**config.mk**
```make
export PLATFORM = sky130hd
export DESIGN_NAME = txq_consumer
export DESIGN_NICKNAME = d
export VERILOG_FILES = /design/src/rtl/txq_pkg.sv /design/src/rtl/txq_ring_mem.sv /design/src/rtl/txq_ctrl.sv /design/src/rtl/txq_consumer.sv
export SDC_FILE = /design/constraint.sdc
export NUM_CORES = 1
export LEC_CHECK = 0
export CELL_PAD_IN_SITES_DETAIL_PLACEMENT = 2
export CELL_PAD_IN_SITES_GLOBAL_PLACEMENT = 2
export CORE_MARGIN = 5
export CORE_UTILIZATION = 35
export CTS_CLUSTER_DIAMETER = 50
export DETAILED_ROUTE_END_ITERATION = 10
export PLACE_DENSITY = 0.7
export RECOVER_POWER = 100
export SYNTH_ARGS = -nofsm -noshare
export SYNTH_HDL_FRONTEND = slang
export SYNTH_HIERARCHICAL = 1
export SYNTH_SLANG_ARGS = --single-unit
```
**constraint.sdc**
```tcl
create_clock -name clk -period 5.4 [get_ports clk]
set_input_delay 1.08 -clock clk [delete_from_list [all_inputs] [get_ports clk]]
set_output_delay 1.08 -clock clk [all_outputs]
set_load 0.01 [all_outputs]
```
**src/rtl/txq_pkg.sv**
```systemverilog
// Shared types for the transmit work-queue consumer.
package txq_pkg;
    // Consumer sequencing states
    typedef enum logic [1:0] {
        ST_POLL  = 2'd0,   // reading the head slot until it is owned
        ST_LINK  = 2'd1,   // request raised, waiting for acknowledge
        ST_CLEAR = 2'd2    // writing the ownership flag back to zero
    } cons_state_t;
endpackage

```
**src/rtl/txq_ring_mem.sv**
```systemverilog
// Single-ported ring storage for work entries.
// The host write always wins the port. A consumer access is granted only in
// a cycle with no host write. A granted read returns its word one cycle later,
// flagged by c_rvalid. A granted clear zeroes bit 0 of the addressed slot.
// Assumes DEPTH is a power of two; all slots reset to zero (not owned).
module txq_ring_mem #(
    parameter int DEPTH = 16,
    parameter int ENT_W = 35,
    parameter int AW    = $clog2(DEPTH)
) (
    input  logic             clk,
    input  logic             rst_n,
    input  logic             h_we,
    input  logic [AW-1:0]    h_addr,
    input  logic [ENT_W-1:0] h_data,
    input  logic             c_req,
    input  logic             c_clr,
    input  logic [AW-1:0]    c_addr,
    output logic             c_grant,
    output logic [ENT_W-1:0] c_rdata,
    output logic             c_rvalid
);
    logic [ENT_W-1:0] slots [DEPTH];

    // Port arbitration: host has priority
    always_comb c_grant = c_req && !h_we;

    // One register per slot; host write or consumer flag clear
    for (genvar g = 0; g < DEPTH; g++) begin : g_slot
        always_ff @(posedge clk) begin
            if (!rst_n) begin
                slots[g] <= '0;
            end else if (h_we && h_addr == AW'(g)) begin
                slots[g] <= h_data;
            end else if (c_grant && c_clr && c_addr == AW'(g)) begin
                slots[g][0] <= 1'b0;
            end
        end
    end

    // Registered read for the consumer
    always_ff @(posedge clk) begin
        if (!rst_n) begin
            c_rdata  <= '0;
            c_rvalid <= 1'b0;
        end else begin
            c_rvalid <= c_grant && !c_clr;
            if (c_grant && !c_clr) c_rdata <= slots[c_addr];
        end
    end
endmodule

```
**src/rtl/txq_ctrl.sv**
```systemverilog
// Consumer sequencer. It polls the head slot, raises a held link request
// when the slot is owned, clears the slot's flag after the acknowledge and
// steps the head. Assumes ack arrives only while the request is high.
module txq_ctrl
    import txq_pkg::*;
#(
    parameter int DEPTH = 16,
    parameter int PTR_W = 20,
    parameter int IDX_W = 14,
    parameter int ENT_W = PTR_W + IDX_W + 1,
    parameter int AW    = $clog2(DEPTH)
) (
    input  logic             clk,
    input  logic             rst_n,
    output logic             c_req,
    output logic             c_clr,
    output logic [AW-1:0]    c_addr,
    input  logic             c_grant,
    input  logic [ENT_W-1:0] c_rdata,
    input  logic             c_rvalid,
    output logic             link_req,
    output logic [PTR_W-1:0] link_ptr,
    output logic [IDX_W-1:0] link_idx,
    input  logic             link_ack,
    output logic [AW-1:0]    head
);
    cons_state_t      state, state_nx;
    logic             owned;
    logic [PTR_W-1:0] ptr_q;
    logic [IDX_W-1:0] idx_q;

    // A fresh read shows an owned slot
    always_comb owned = c_rvalid && c_rdata[0];

    // Storage access request for this cycle
    always_comb begin
        c_addr = head;
        c_clr  = (state == ST_CLEAR);
        c_req  = (state == ST_CLEAR) || (state == ST_POLL && !owned);
    end

    // Next-state decision
    always_comb begin
        state_nx = state;
        case (state)
            ST_POLL:  if (owned)    state_nx = ST_LINK;
            ST_LINK:  if (link_ack) state_nx = ST_CLEAR;
            ST_CLEAR: if (c_grant)  state_nx = ST_POLL;
            default:                state_nx = ST_POLL;
        endcase
    end

    // State, head pointer and captured request fields
    always_ff @(posedge clk) begin
        if (!rst_n) begin
            state <= ST_POLL;
            head  <= '0;
            ptr_q <= '0;
            idx_q <= '0;
        end else begin
            state <= state_nx;
            if (state == ST_CLEAR && c_grant) head <= head + AW'(1);
            if (state == ST_POLL && owned) begin
                idx_q <= c_rdata[IDX_W:1];
                ptr_q <= c_rdata[ENT_W-1:IDX_W+1];
            end
        end
    end

    // Request outputs come straight from held registers
    always_comb begin
        link_req = (state == ST_LINK);
        link_ptr = ptr_q;
        link_idx = idx_q;
    end
endmodule

```
**src/rtl/txq_consumer.sv**
```systemverilog
// Top of the transmit work-queue consumer: ring storage plus sequencer.
// Assumes DEPTH is a power of two and that the host only writes a slot
// when that slot is not owned by the consumer.
module txq_consumer #(
    parameter int DEPTH = 16,
    parameter int PTR_W = 20,
    parameter int IDX_W = 14,
    localparam int ENT_W = PTR_W + IDX_W + 1,
    localparam int AW    = $clog2(DEPTH)
) (
    input  logic             clk,
    input  logic             rst_n,
    input  logic             host_wr_en,
    input  logic [AW-1:0]    host_wr_addr,
    input  logic [ENT_W-1:0] host_wr_data,
    output logic             link_req,
    output logic [PTR_W-1:0] link_ptr,
    output logic [IDX_W-1:0] link_idx,
    input  logic             link_ack,
    output logic [AW-1:0]    head
);
    logic             c_req, c_clr, c_grant, c_rvalid;
    logic [AW-1:0]    c_addr;
    logic [ENT_W-1:0] c_rdata;

    txq_ring_mem #(.DEPTH(DEPTH), .ENT_W(ENT_W), .AW(AW)) u_mem (
        .clk(clk), .rst_n(rst_n),
        .h_we(host_wr_en), .h_addr(host_wr_addr), .h_data(host_wr_data),
        .c_req(c_req), .c_clr(c_clr), .c_addr(c_addr),
        .c_grant(c_grant), .c_rdata(c_rdata), .c_rvalid(c_rvalid)
    );

    txq_ctrl #(.DEPTH(DEPTH), .PTR_W(PTR_W), .IDX_W(IDX_W),
               .ENT_W(ENT_W), .AW(AW)) u_ctrl (
        .clk(clk), .rst_n(rst_n),
        .c_req(c_req), .c_clr(c_clr), .c_addr(c_addr),
        .c_grant(c_grant), .c_rdata(c_rdata), .c_rvalid(c_rvalid),
        .link_req(link_req), .link_ptr(link_ptr), .link_idx(link_idx),
        .link_ack(link_ack), .head(head)
    );
endmodule

```
==> results.toml <==
[flow_run]
drv_cap = 24

[power_and_ir_drop]
p_seq_share_pct = 47.6
p_int_w = 0.009268
pwr-share-comb_pct = 4.8
swShare_pct = 23.24
leakage_nw = 10.47
p_per_area_nw_per_um2 = 367.8
p_clk_share_pct = 47.6
ir_drop_uv = 238.0
switchingPower_w = 0.002807

[synth]
ys.flop_type = "edfxtp_1"
postSynth.asyncResetShare_pct = 0
yosysWarnings = 6
syn_nets = 2105
avgSynthCellArea_sq_um = 13.76
synth_area_sq_um = 28350
synth_seq_cells = 636
ys_types = 47
ys_seq_area_share_pct = 64.68
synthCells = 2061
synth-edff-count = 560

[final_layout]
seqCellArea_sq_um = 18340
final_cell_mix = "edfxtp_1 (560), and2_0 (370), and2_1 (196)"
multiInputGateArea_sq_um = 9214
mostFrequentLayoutCell = "edfxtp_1"
nets = 2126
num-fill-cells = 7907
area_growth_pct = 15.80
drive_above_1_share_pct = 12.04

[timing]
setup_viol = 0
relSlewSlack_pct = -94.62
worst_pin_slew_ns = 2.909
finClkSkew_ns = 0.04241
rsz0062_at_grt = "no"
fmax_ghz = 0.2363
period_minus_slack_ns = 4.232
slew_viol_final = 758
post-route-period-util_pct = 78.36
tns_ns = 0
holdWs_ns = 0.4718
hold_viol_final = 0

[detailed_routing]
final_antenna_net_count = 0
wl_per_cell_microns = 29.52
wl_mm = 94.99
drtIter0Drc = 1586
drt_pre_antenna_iters = 5
num_vias = 17420
avgViaCountPerCell = 5.414
drc = 0

[die]
initial_core_util_pct = 35.25
dieArea_sq_um = 86800
fp.coreArea_sq_um = 80420
io_pins = 82
die_w_microns = 294.6
rows = 104
fp.dieH_microns = 294.6

[critical_path]
crit_family = "simple AND/OR/NAND/NOR gates"
critical_path_buf_inv_count = 1
cp-end-kind = "register"
crit_slowest_cell = "nor2_1"
cp_data_required_time_ns = 5.86
worstSetupPathType = "in -> reg"
critPathMaxFanout = 35
cp_data_arrival_time_ns = 4.69
slowest_delay_ns = 1.91
path_cells = "dlygate4sd3_1 -> nand4_1 -> nor2_1 -> and2_0"
crit_path_start_kind = "input port"

[cts]
cts_buffers = 87
postCtsSetupBuffers = 0
tritoncts = "built"
clk_pin_slew_ns = 0.06
htree_num_levels = 3
insertion_delay_ns = 0.65
postCtsResizedCells = 0
cts_hold_buffers = 0
cts-root-buf = "clkbuf_16"
clock_path_buffers = 3
cts_sinks = 636

[outcome]
status = "complete, but fails checks"
violations = "capacitance limit, slew limit"

[hold_path]
hold_path.class = "reg -> reg"

[global_routing]
busiest_layer = "met2"
use_met3_pct = 4.386
track_usage_pct = 21.63
grt_pass1_wl_mm = 136.2
grt_util_met1_pct = 30.46
grt_max_degree = 70
met2_usage_pct = 34.66
grt_overflow = 0
grt_pass1_vias = 18620
antenna_found_initial = 13

[placement]
io_buffers = 81
place_congestion = 0.8231
hpwl_mm = 62.03
-- worst min-delay path: cells and delay by family, from the launching register on --
family	cells	cell delay, ns
compound gates	1	0.06
simple gates	1	0.05
flops	1	0.30
-- final timing paths --
path | startpoint | to | slack [ns] | depth (start not counted)
worst max-delay path | host_wr_en | u_mem/slots[14][2] | 1.17 | 4
worst min-delay path | u_ctrl/link_ptr[18] | u_ctrl/link_ptr[18] | 0.47 | 2
worst max register to register | u_ctrl/c_addr[3] | u_mem/c_rdata[31] | 1.43 | 5
worst min register to register | u_ctrl/link_ptr[18] | u_ctrl/link_ptr[18] | 0.47 | 2
-- synth_stat cells (5+ instances only) --
cell type	count	share of area (%)
mux2i_1	167	5.9
nand2b_1	6	0.13
nor2b_1	5	0.11
dfxtp_1	76	5.4
buf_2	34	0.60
nor2_1	15	0.20
a211oi_1	11	0.29
mux4_2	57	4.5
a21oi_1	15	0.26
o22ai_1	58	1.3
nand3_1	63	1.1
o21ai_1	5	0.088
nand2_1	66	0.87
a21oi_2	20	0.62
o21bai_1	16	0.42
o21ai_0	81	1.4
and2_1	566	12
buf_6	12	0.48
buf_4	19	0.50
nor3_1	24	0.42
edfxtp_1	560	59
clkbuf_1	109	1.4
a2bb2oi_1	24	0.74
a22oi_1	12	0.32
-- final cells by class --
cell class	count	share of cell area [%]
Sequential cell	636	55.87
Clock inverter	48	1.559
Tap cell	1060	4.040
Antenna cell	7	0.05335
Inverter	2	0.02287
Timing Repair Buffer	114	3.178
Clock buffer	110	7.214
Multi-Input combinational cell	1241	28.06
-- power by group through the flow --
stage	clock [W]	combinational, W	sequential, W
floorplan	0	0.000295	0.00580
global placement	0	0.000573	0.00582
detailed placement	0	0.000592	0.00584
CTS	0.00587	0.000598	0.00575
global route	0.00610	0.000614	0.00577
finish	0.00575	0.000579	0.00575
-- metrics by stage --
stage | total power (W) | utilization (%) | setup slack (ns) | std cells | area (sq um)
global placement | 0.006393 | 37.52 | 1.570 | 3053 | 30170
floorplan | 0.006096 | - | 0.6626 | 2061 | 28350
detailed placement | 0.006436 | 37.52 | 1.401 | 3053 | 30170
CTS | 0.01221 | 41.10 | 2.007 | 3211 | 33050
global route | 0.01249 | 40.81 | 0.9988 | 3214 | 32820
finish | 0.01207 | 40.83 | 1.168 | 3218 | 32830
-- flip-flops by register name (all words and copies together) (netlist names) --
signal / count
u_mem/c_rvalid: 1
u_ctrl/link_idx: 14
u_ctrl/link_ptr: 20
u_mem/slots: 560
u_ctrl/c_addr: 4
u_ctrl/state: 2
u_mem/c_rdata: 35
-- cell families (layout without fill, tap and decap cells) --
family / count (synthesis) / count (layout) / share of synthesized area (%)
flops: 636 / 636 / 64.68
xor+xnor: 2 / 2 / 0.06180
mux: 224 / 224 / 10.42
compound gates: 246 / 246 / 5.574
simple gates: 768 / 768 / 16.02
buf+inv: 184 / 274 / 3.191
other cells: 0 / 7 / 0
fa+ha+maj: 1 / 1 / 0.04413
-- per-layer routing --
metal	vias to the layer above	routed length [microns]
met5	-	12
met4	2	1760
met3	93	7445
met2	553	44600
met1	9221	41170
li1	7553	-
(Power assumes the default switching activity.)
